## src/rtl/nfr_pkg.sv

```systemverilog
package nfr_pkg;
    typedef enum logic [1:0] {
        SLOT_SYNC    = 2'd0,
        SLOT_ALARM   = 2'd1,
        SLOT_NAT     = 2'd2,
        SLOT_PAYLOAD = 2'd3
    } slot_kind_e;
endpackage

```

## src/rtl/nfr_frame_timer.sv

```systemverilog
module nfr_frame_timer #(
    parameter int FRAME_BITS = 1536,
    parameter int NIB_W      = 4,
    parameter int OH_BITS    = 12
) (
    input  logic                          clk,
    input  logic                          rst,
    output logic [$clog2(FRAME_BITS)-1:0] bit_idx,
    output logic [$clog2(NIB_W)-1:0]      ph,
    output logic                          nib_clk,
    output logic                          oh_ind,
    output logic                          sof,
    output logic                          frame_end
);
    localparam int CNT_W   = $clog2(FRAME_BITS);
    localparam int PH_W    = $clog2(NIB_W);
    localparam int PER_W   = CNT_W - PH_W;
    localparam int NPER    = FRAME_BITS / NIB_W;
    localparam int OH_NIBS = OH_BITS / NIB_W;

    typedef struct packed {
        logic [CNT_W-1:0] bit_cnt;
    } tmr_st_t;

    tmr_st_t st_d, st_q;
    logic [PER_W-1:0] period, period_nx;

    always_comb begin
        st_d = st_q;
        if (st_q.bit_cnt == CNT_W'(FRAME_BITS - 1))
            st_d.bit_cnt = '0;
        else
            st_d.bit_cnt = st_q.bit_cnt + 1'b1;
        if (rst)
            st_d.bit_cnt = '0;
    end

    always_ff @(posedge clk) begin
        st_q <= st_d;
    end

    always_comb begin
        bit_idx   = st_q.bit_cnt;
        ph        = st_q.bit_cnt[PH_W-1:0];
        period    = st_q.bit_cnt[CNT_W-1:PH_W];
        period_nx = (period == PER_W'(NPER - 1)) ? '0 : period + 1'b1;
        nib_clk   = (ph < PH_W'(NIB_W / 2));
        oh_ind    = (period_nx < PER_W'(OH_NIBS));
        sof       = (period == '0);
        frame_end = (st_q.bit_cnt == CNT_W'(FRAME_BITS - 1));
    end


    nibclk_low_pair_chk: assert property (@(posedge clk) disable iff (rst)
        $fell(nib_clk) |=> !nib_clk);


    sof_in_overhead_chk: assert property (@(posedge clk) disable iff (rst)
        sof |-> oh_ind);


    end_then_start_chk: assert property (@(posedge clk) disable iff (rst)
        frame_end |=> (sof && nib_clk));


    end_on_low_phase_chk: assert property (@(posedge clk) disable iff (rst)
        frame_end |-> !nib_clk);
endmodule

```

## src/rtl/nfr_nibble_capture.sv

```systemverilog
module nfr_nibble_capture #(
    parameter int NIB_W       = 4,
    parameter int SAMPLE_EDGE = 3
) (
    input  logic                     clk,
    input  logic                     rst,
    input  logic [$clog2(NIB_W)-1:0] ph,
    input  logic [NIB_W-1:0]         nib_in,
    output logic [NIB_W-1:0]         out_nib
);
    localparam int PH_W      = $clog2(NIB_W);
    localparam int SAMPLE_PH = SAMPLE_EDGE - 1;
    localparam int LOAD_PH   = NIB_W - 1;

    typedef struct packed {
        logic [NIB_W-1:0] hold;
        logic [NIB_W-1:0] shout;
    } cap_st_t;

    cap_st_t st_d, st_q;

    always_comb begin
        st_d = st_q;
        if (ph == PH_W'(SAMPLE_PH))
            st_d.hold = nib_in;
        if (ph == PH_W'(LOAD_PH))
            st_d.shout = st_q.hold;
        if (rst) begin
            st_d.hold  = '0;
            st_d.shout = '0;
        end
    end

    always_ff @(posedge clk) begin
        st_q <= st_d;
    end

    assign out_nib = st_q.shout;


    hold_only_at_sample_chk: assert property (@(posedge clk) disable iff (rst)
        (ph != PH_W'(SAMPLE_PH)) |=> $stable(st_q.hold));


    out_steady_in_period_chk: assert property (@(posedge clk) disable iff (rst)
        (ph != PH_W'(LOAD_PH)) |=> $stable(out_nib));
endmodule

```

## src/rtl/nfr_ovh_insert.sv

```systemverilog
module nfr_ovh_insert
    import nfr_pkg::*;
#(
    parameter int                 FRAME_BITS = 1536,
    parameter int                 NIB_W      = 4,
    parameter int                 SYNC_W     = 10,
    parameter logic [SYNC_W-1:0]  SYNC_WORD  = 10'b1111010000
) (
    input  logic [$clog2(FRAME_BITS)-1:0] bit_idx,
    input  logic [$clog2(NIB_W)-1:0]      ph,
    input  logic [NIB_W-1:0]              out_nib,
    input  logic                          alarm_bit,
    input  logic                          nat_bit,
    output logic                          sdo
);
    localparam int CNT_W = $clog2(FRAME_BITS);

    slot_kind_e       kind;
    logic [SYNC_W-1:0] sync_sh;
    logic [NIB_W-1:0]  nib_sh;

    always_comb begin
        if (bit_idx < CNT_W'(SYNC_W))
            kind = SLOT_SYNC;
        else if (bit_idx == CNT_W'(SYNC_W))
            kind = SLOT_ALARM;
        else if (bit_idx == CNT_W'(SYNC_W + 1))
            kind = SLOT_NAT;
        else
            kind = SLOT_PAYLOAD;

        sync_sh = SYNC_WORD << bit_idx;
        nib_sh  = out_nib << ph;

        unique case (kind)
            SLOT_SYNC:  sdo = sync_sh[SYNC_W-1];
            SLOT_ALARM: sdo = alarm_bit;
            SLOT_NAT:   sdo = nat_bit;
            default:    sdo = nib_sh[NIB_W-1];
        endcase
    end
endmodule

```

## src/rtl/nfr_tx_nibble_in.sv

```systemverilog
module nfr_tx_nibble_in #(
    parameter int FRAME_BITS  = 1536,
    parameter int NIB_W       = 4,
    parameter int SYNC_W      = 10,
    parameter int SAMPLE_EDGE = 3
) (
    input  logic             clk,
    input  logic             rst,
    input  logic [NIB_W-1:0] nib_in,
    input  logic             alarm_bit,
    input  logic             nat_bit,
    output logic             nib_clk,
    output logic             oh_ind,
    output logic             sof,
    output logic             frame_end,
    output logic             sdo
);
    localparam int CNT_W   = $clog2(FRAME_BITS);
    localparam int PH_W    = $clog2(NIB_W);
    localparam int OH_BITS = SYNC_W + 2;

    logic [CNT_W-1:0] bit_idx;
    logic [PH_W-1:0]  ph;
    logic [NIB_W-1:0] out_nib;

    nfr_frame_timer #(
        .FRAME_BITS (FRAME_BITS),
        .NIB_W      (NIB_W),
        .OH_BITS    (OH_BITS)
    ) u_timer (
        .clk       (clk),
        .rst       (rst),
        .bit_idx   (bit_idx),
        .ph        (ph),
        .nib_clk   (nib_clk),
        .oh_ind    (oh_ind),
        .sof       (sof),
        .frame_end (frame_end)
    );

    nfr_nibble_capture #(
        .NIB_W       (NIB_W),
        .SAMPLE_EDGE (SAMPLE_EDGE)
    ) u_capture (
        .clk     (clk),
        .rst     (rst),
        .ph      (ph),
        .nib_in  (nib_in),
        .out_nib (out_nib)
    );

    nfr_ovh_insert #(
        .FRAME_BITS (FRAME_BITS),
        .NIB_W      (NIB_W),
        .SYNC_W     (SYNC_W)
    ) u_ovh (
        .bit_idx   (bit_idx),
        .ph        (ph),
        .out_nib   (out_nib),
        .alarm_bit (alarm_bit),
        .nat_bit   (nat_bit),
        .sdo       (sdo)
    );


    frame_opens_with_one_chk: assert property (@(posedge clk) disable iff (rst)
        frame_end |=> sdo);


    overhead_window_chk: assert property (@(posedge clk) disable iff (rst)
        frame_end |-> oh_ind);
endmodule

```

## config.mk

```make
export PLATFORM = sky130hd
export DESIGN_NAME = nfr_tx_nibble_in
export DESIGN_NICKNAME = d
export VERILOG_FILES = /design/src/rtl/nfr_pkg.sv /design/src/rtl/nfr_frame_timer.sv /design/src/rtl/nfr_nibble_capture.sv /design/src/rtl/nfr_ovh_insert.sv /design/src/rtl/nfr_tx_nibble_in.sv
export SDC_FILE = /design/constraint.sdc
export NUM_CORES = 1
export LEC_CHECK = 0
export CORE_MARGIN = 2
export CORE_UTILIZATION = 48
export DETAILED_ROUTE_END_ITERATION = 10
export PLACE_DENSITY = 0.71
export SLEW_MARGIN = 20
export SYNTH_ARGS = -nofsm -noshare
export SYNTH_HDL_FRONTEND = slang
export SYNTH_SLANG_ARGS = --single-unit
```

## constraint.sdc

```tcl
create_clock -name clk -period 2.05 [get_ports clk]
set_clock_uncertainty 0.15 [all_clocks]
set_input_delay 0.41 -clock clk [delete_from_list [all_inputs] [get_ports clk]]
set_output_delay 0.41 -clock clk [all_outputs]
set_load 0.05 [all_outputs]
```

==> summary.md <==
| Metric | Value |
|---|---|
| Cell family with most CP delay | `simple AND/OR/NAND/NOR gates` |
| Final nets | `164` |
| Post-detailed-route DRC marker count | `0` |
| Area contributors post-synth | `sky130_fd_sc_hd__dfxtp_1 38%, sky130_fd_sc_hd__mux2i_1 8.0%, sky130_fd_sc_hd__nor2_1 7.5%` |
| Post-synthesis to final-layout area growth | `54.6%` |
| Vias in the first global route | `1034` |
| Reg2reg setup slack | `0.29 ns` |
| Routed Antenna Nets | `0` |
| Largest net degree at the start of global routing | `13` |
| Synthesized netlist cell count | `112` |
| End point of the critical path | `sdo` |
| Comb pwr share | `0.210` |
| Die Height | `49.7 um` |
| Boundary pin count | `13` |
| Internal power of the cells | `0.532 mW` |
| Longest individual stage delay on the worst path | `0.57 ns` |
| Most heavily used metal layer in global routing | `met2` |
| Die Area | `2470 um^2` |
| Finish-stage setup viols | `4` |
| Detailed-route wire length per cell | `15.1 um` |
| Setup Total Neg Slack | `-1.16 ns` |
| Path depth of the worst reg2reg path | `7` |
| Detailed-route via count | `966` |
| Min Clock Period, post-route | `2.43 ns` |
| CTS tree | `done` |
| Unrepaired setup endpoints after global routing | `yes` |
| Maximum clock frequency | `411 MHz` |
| Post-synthesis instance area | `1000 um^2` |
| Core footprint | `1960 um^2` |
| Critical Path Source | `u_timer.bit_idx[9]` |
| Launching point of the worst reg2reg path | `u_timer.bit_idx[3]` |
| Final design utilization | `0.791` |
| Clock tree root driver cell | `sky130_fd_sc_hd__clkbuf_4` |
| Latest clock arrival within the worst-skew pair | `0.30 ns` |
| Slew of the pin with the lowest slew margin | `0.337 ns` |
| Most frequent standard cell in the layout excluding fill and tap cells | `sky130_fd_sc_hd__buf_4` |
| Clock sinks | `19` |
| Overall overflow remaining after global route | `0` |
| GRT met1 Usage | `0.302` |
| Highest-delay cell along the critical path | `sky130_fd_sc_hd__or4_4` |
| Critical path arrival | `1.87 ns` |
| Slack of the critical path | `-0.385 ns` |
| Top cell type's share of synthesized area | `0.379` |
| Clock H-tree levels | `1` |
| Initial antenna violation count | `0` |
| Lkg Pwr | `0.610 nW` |
| Last weighted congestion value of the routability-driven placer | `0.807` |
| Relative max-transition margin | `0.773` |
| Mean cell area of the mapped netlist | `8.96 um^2` |
| Ant. Diodes | `0` |
| Worst hold path type | `reg2reg` |
| Hold buffer count at CTS | `0` |
| Worst voltage drop across the vdd grid | `0.501 mV` |
| Synth warn | `0` |
| FF-to-FF End | `u_timer.bit_idx[3]` |
| Largest buffer count on any clock path | `2` |
| First-pass GRT wire length | `4680 um` |
| Count of input and output buffers | `12` |
| Via-to-Cell Ratio | `5.46` |
| Cell breakdown of the critical path | `or4_4 -> nor4_4 -> a21oi_2 -> a31oi_4 -> buf_12` |
| Required time of the critical path | `1.49 ns` |
| P_sw | `0.194 mW` |
| Post-detailed-placement half-perimeter wirelength | `1970 um` |
| Failing checks | `negative setup slack` |
| Total nets after synthesis | `125` |
| Stages on worst setup path | `5` |
| 1st-pass router iterations | `4` |
| Max-slew violation total from the final report | `0` |
| Layout cells sized above 1 | `0.400` |
| Global Route met3 Usage | `0.0485` |
| Starting DRT DRC Count | `15` |
| Num CTS Buffers | `3` |
| Area leader, netlist | `sky130_fd_sc_hd__dfxtp_1` |
| # Max-Cap Violations | `0` |
| Starting utilization of the core area | `0.511` |
| CTS clock-pin slew for the worst setup and hold paths | `0.10 ns` |
| Share of synthesized area occupied by flip-flops and latches | `0.379` |
| Global routing met2 resource utilization | `0.436` |
| WP buf/inv | `1` |
| Portion of total power attributed to the clock network | `0.257` |
| Sequential share of power | `0.532` |
| Die width | `49.7 um` |
| Total power of the final layout | `0.726 mW` |
| Run status | `finished with violations` |
| CP Max Fanout | `3` |
| Most used cells in the layout excluding fill and tap cells | `27 x sky130_fd_sc_hd__buf_4, 20 x sky130_fd_sc_hd__nor2_1, 15 x sky130_fd_sc_hd__dfxtp_1` |
| Hold violation total from the final report | `0` |
| Worst setup path class | `reg2out` |
| Switching share of power | `0.268` |
| Hold path startpoint | `u_capture.st_q[6]` |
| Count of state elements after synthesis | `19` |
| Post-route fraction of the period consumed by the critical path | `1.19` |
| Kind of end point of the critical path | `output port` |
| Final wirelength | `2680 um` |
| Setup crit start kind | `flip-flop` |
| GRT Overall Usage | `0.258` |
| Count of cell types in the netlist | `34` |
| Ratio of total power to cell area | `468 nW/um^2` |
| Number of placement rows | `16` |
==> power by group through the flow <==
stage               clock network [mW]  logic, mW  registers (mW)
finish                           0.187      0.153           0.387
CTS                              0.189      0.150           0.386
detailed placement                   0      0.149           0.395
global route                     0.207      0.162           0.388
global placement                     0      0.145           0.394
floorplan                            0     0.0787           0.395
==> cells in the mapped netlist <==
master and instances:
sky130_fd_sc_hd__o211ai_1 1, sky130_fd_sc_hd__nor3b_1 1, sky130_fd_sc_hd__buf_6 1, sky130_fd_sc_hd__inv_1 5, sky130_fd_sc_hd__a211oi_1 1, sky130_fd_sc_hd__a31oi_1 1
sky130_fd_sc_hd__dfxtp_1 19, sky130_fd_sc_hd__nand2_1 7, sky130_fd_sc_hd__xor2_1 3, sky130_fd_sc_hd__or4_4 1, sky130_fd_sc_hd__mux2_2 1, sky130_fd_sc_hd__clkbuf_1 2
sky130_fd_sc_hd__o32ai_1 1, sky130_fd_sc_hd__and2_2 1, sky130_fd_sc_hd__xnor2_1 5, sky130_fd_sc_hd__a31o_2 1, sky130_fd_sc_hd__ha_1 5, sky130_fd_sc_hd__o22ai_1 1
sky130_fd_sc_hd__mux2i_1 8, sky130_fd_sc_hd__and2_1 1, sky130_fd_sc_hd__a21oi_1 2, sky130_fd_sc_hd__a2111oi_0 1, sky130_fd_sc_hd__o21ai_0 3, sky130_fd_sc_hd__nor2b_1 1
sky130_fd_sc_hd__nand4_1 3, sky130_fd_sc_hd__mux4_2 1, sky130_fd_sc_hd__nor2_1 20, sky130_fd_sc_hd__buf_2 2, sky130_fd_sc_hd__nor4_4 1, sky130_fd_sc_hd__nor3_1 3
sky130_fd_sc_hd__and3_1 3, sky130_fd_sc_hd__and2b_2 1, sky130_fd_sc_hd__nand3_1 3, sky130_fd_sc_hd__nor4_1 2
==> registers in the layout, indices dropped and copies added (netlist names) <==
name,flops
u_capture.st_q,4
u_timer.bit_idx,11
u_capture.out_nib,4
==> worst min-delay path, cell delays in order, from the launching register on <==
cell and delay (ns):
sky130_fd_sc_hd__dfxtp_1 0.34, sky130_fd_sc_hd__mux2i_1 0.06, sky130_fd_sc_hd__nor2_1 0.08
==> worst min-delay path by stage <==
stage                      endpoint  slack (ns)  depth (start not counted)
2_1_floorplan  u_capture.out_nib[1]        0.30                          2
3_3_place_gp   u_capture.out_nib[2]        0.32                          2
3_5_place_dp      u_capture.st_q[6]        0.34                          2
4_1_cts           u_capture.st_q[6]        0.36                          2
5_1_grt        u_capture.out_nib[0]        0.40                          2
6_report          u_capture.st_q[6]        0.36                          2
==> metal layers <==
metal	routed length, um	part of all wire
met5	0	0
met4	118	0.044
met3	88	0.033
met2	1290	0.48
met1	1180	0.44
==> logic make-up (layout without fill, tap and decap cells) <==
family | Yosys count | after routing | synth area share
and+or+nand+nor | 48 | 48 | 0.249
buffers and inverters | 10 | 48 | 0.0474
DFF | 19 | 19 | 0.379
muxes | 10 | 10 | 0.113
AOI/OAI and AO/OA | 12 | 12 | 0.0786
xor gates and xnor gates | 8 | 8 | 0.0698
adders and majority gates | 5 | 5 | 0.0623
==> through the flow <==
| step | cells | hold slack [ns] | instance area (um^2) | setup WS [ns] |
|---|---|---|---|---|
| 2_1_floorplan | 112 | 0.305 | 1110 | -0.150 |
| 3_3_place_gp | 169 | 0.325 | 1450 | -0.0967 |
| 3_5_place_dp | 169 | 0.341 | 1450 | -0.105 |
| 4_1_cts | 175 | 0.362 | 1520 | -0.373 |
| 5_1_grt | 177 | 0.404 | 1550 | -0.448 |
| 6_report | 177 | 0.364 | 1550 | -0.385 |
==> layout make-up <==
| class | count | area [um^2] |
|---|---|---|
| clock buffers | 4 | 26.3 |
| well taps | 27 | 33.8 |
| inverters | 5 | 18.8 |
| flip-flops and latches | 19 | 390 |
| repair buffers | 39 | 364 |
| multi-input cells | 83 | 718 |
| fillers | 141 | 410 |
==> what timing repair did <==
action	in CTS	in global routing
gates resized for setup	6	4
setup buffers	2	2
pin swaps	0	4
endpoints found under the setup margin	4	4
No activity file was read; power rests on OpenSTA's default activity.
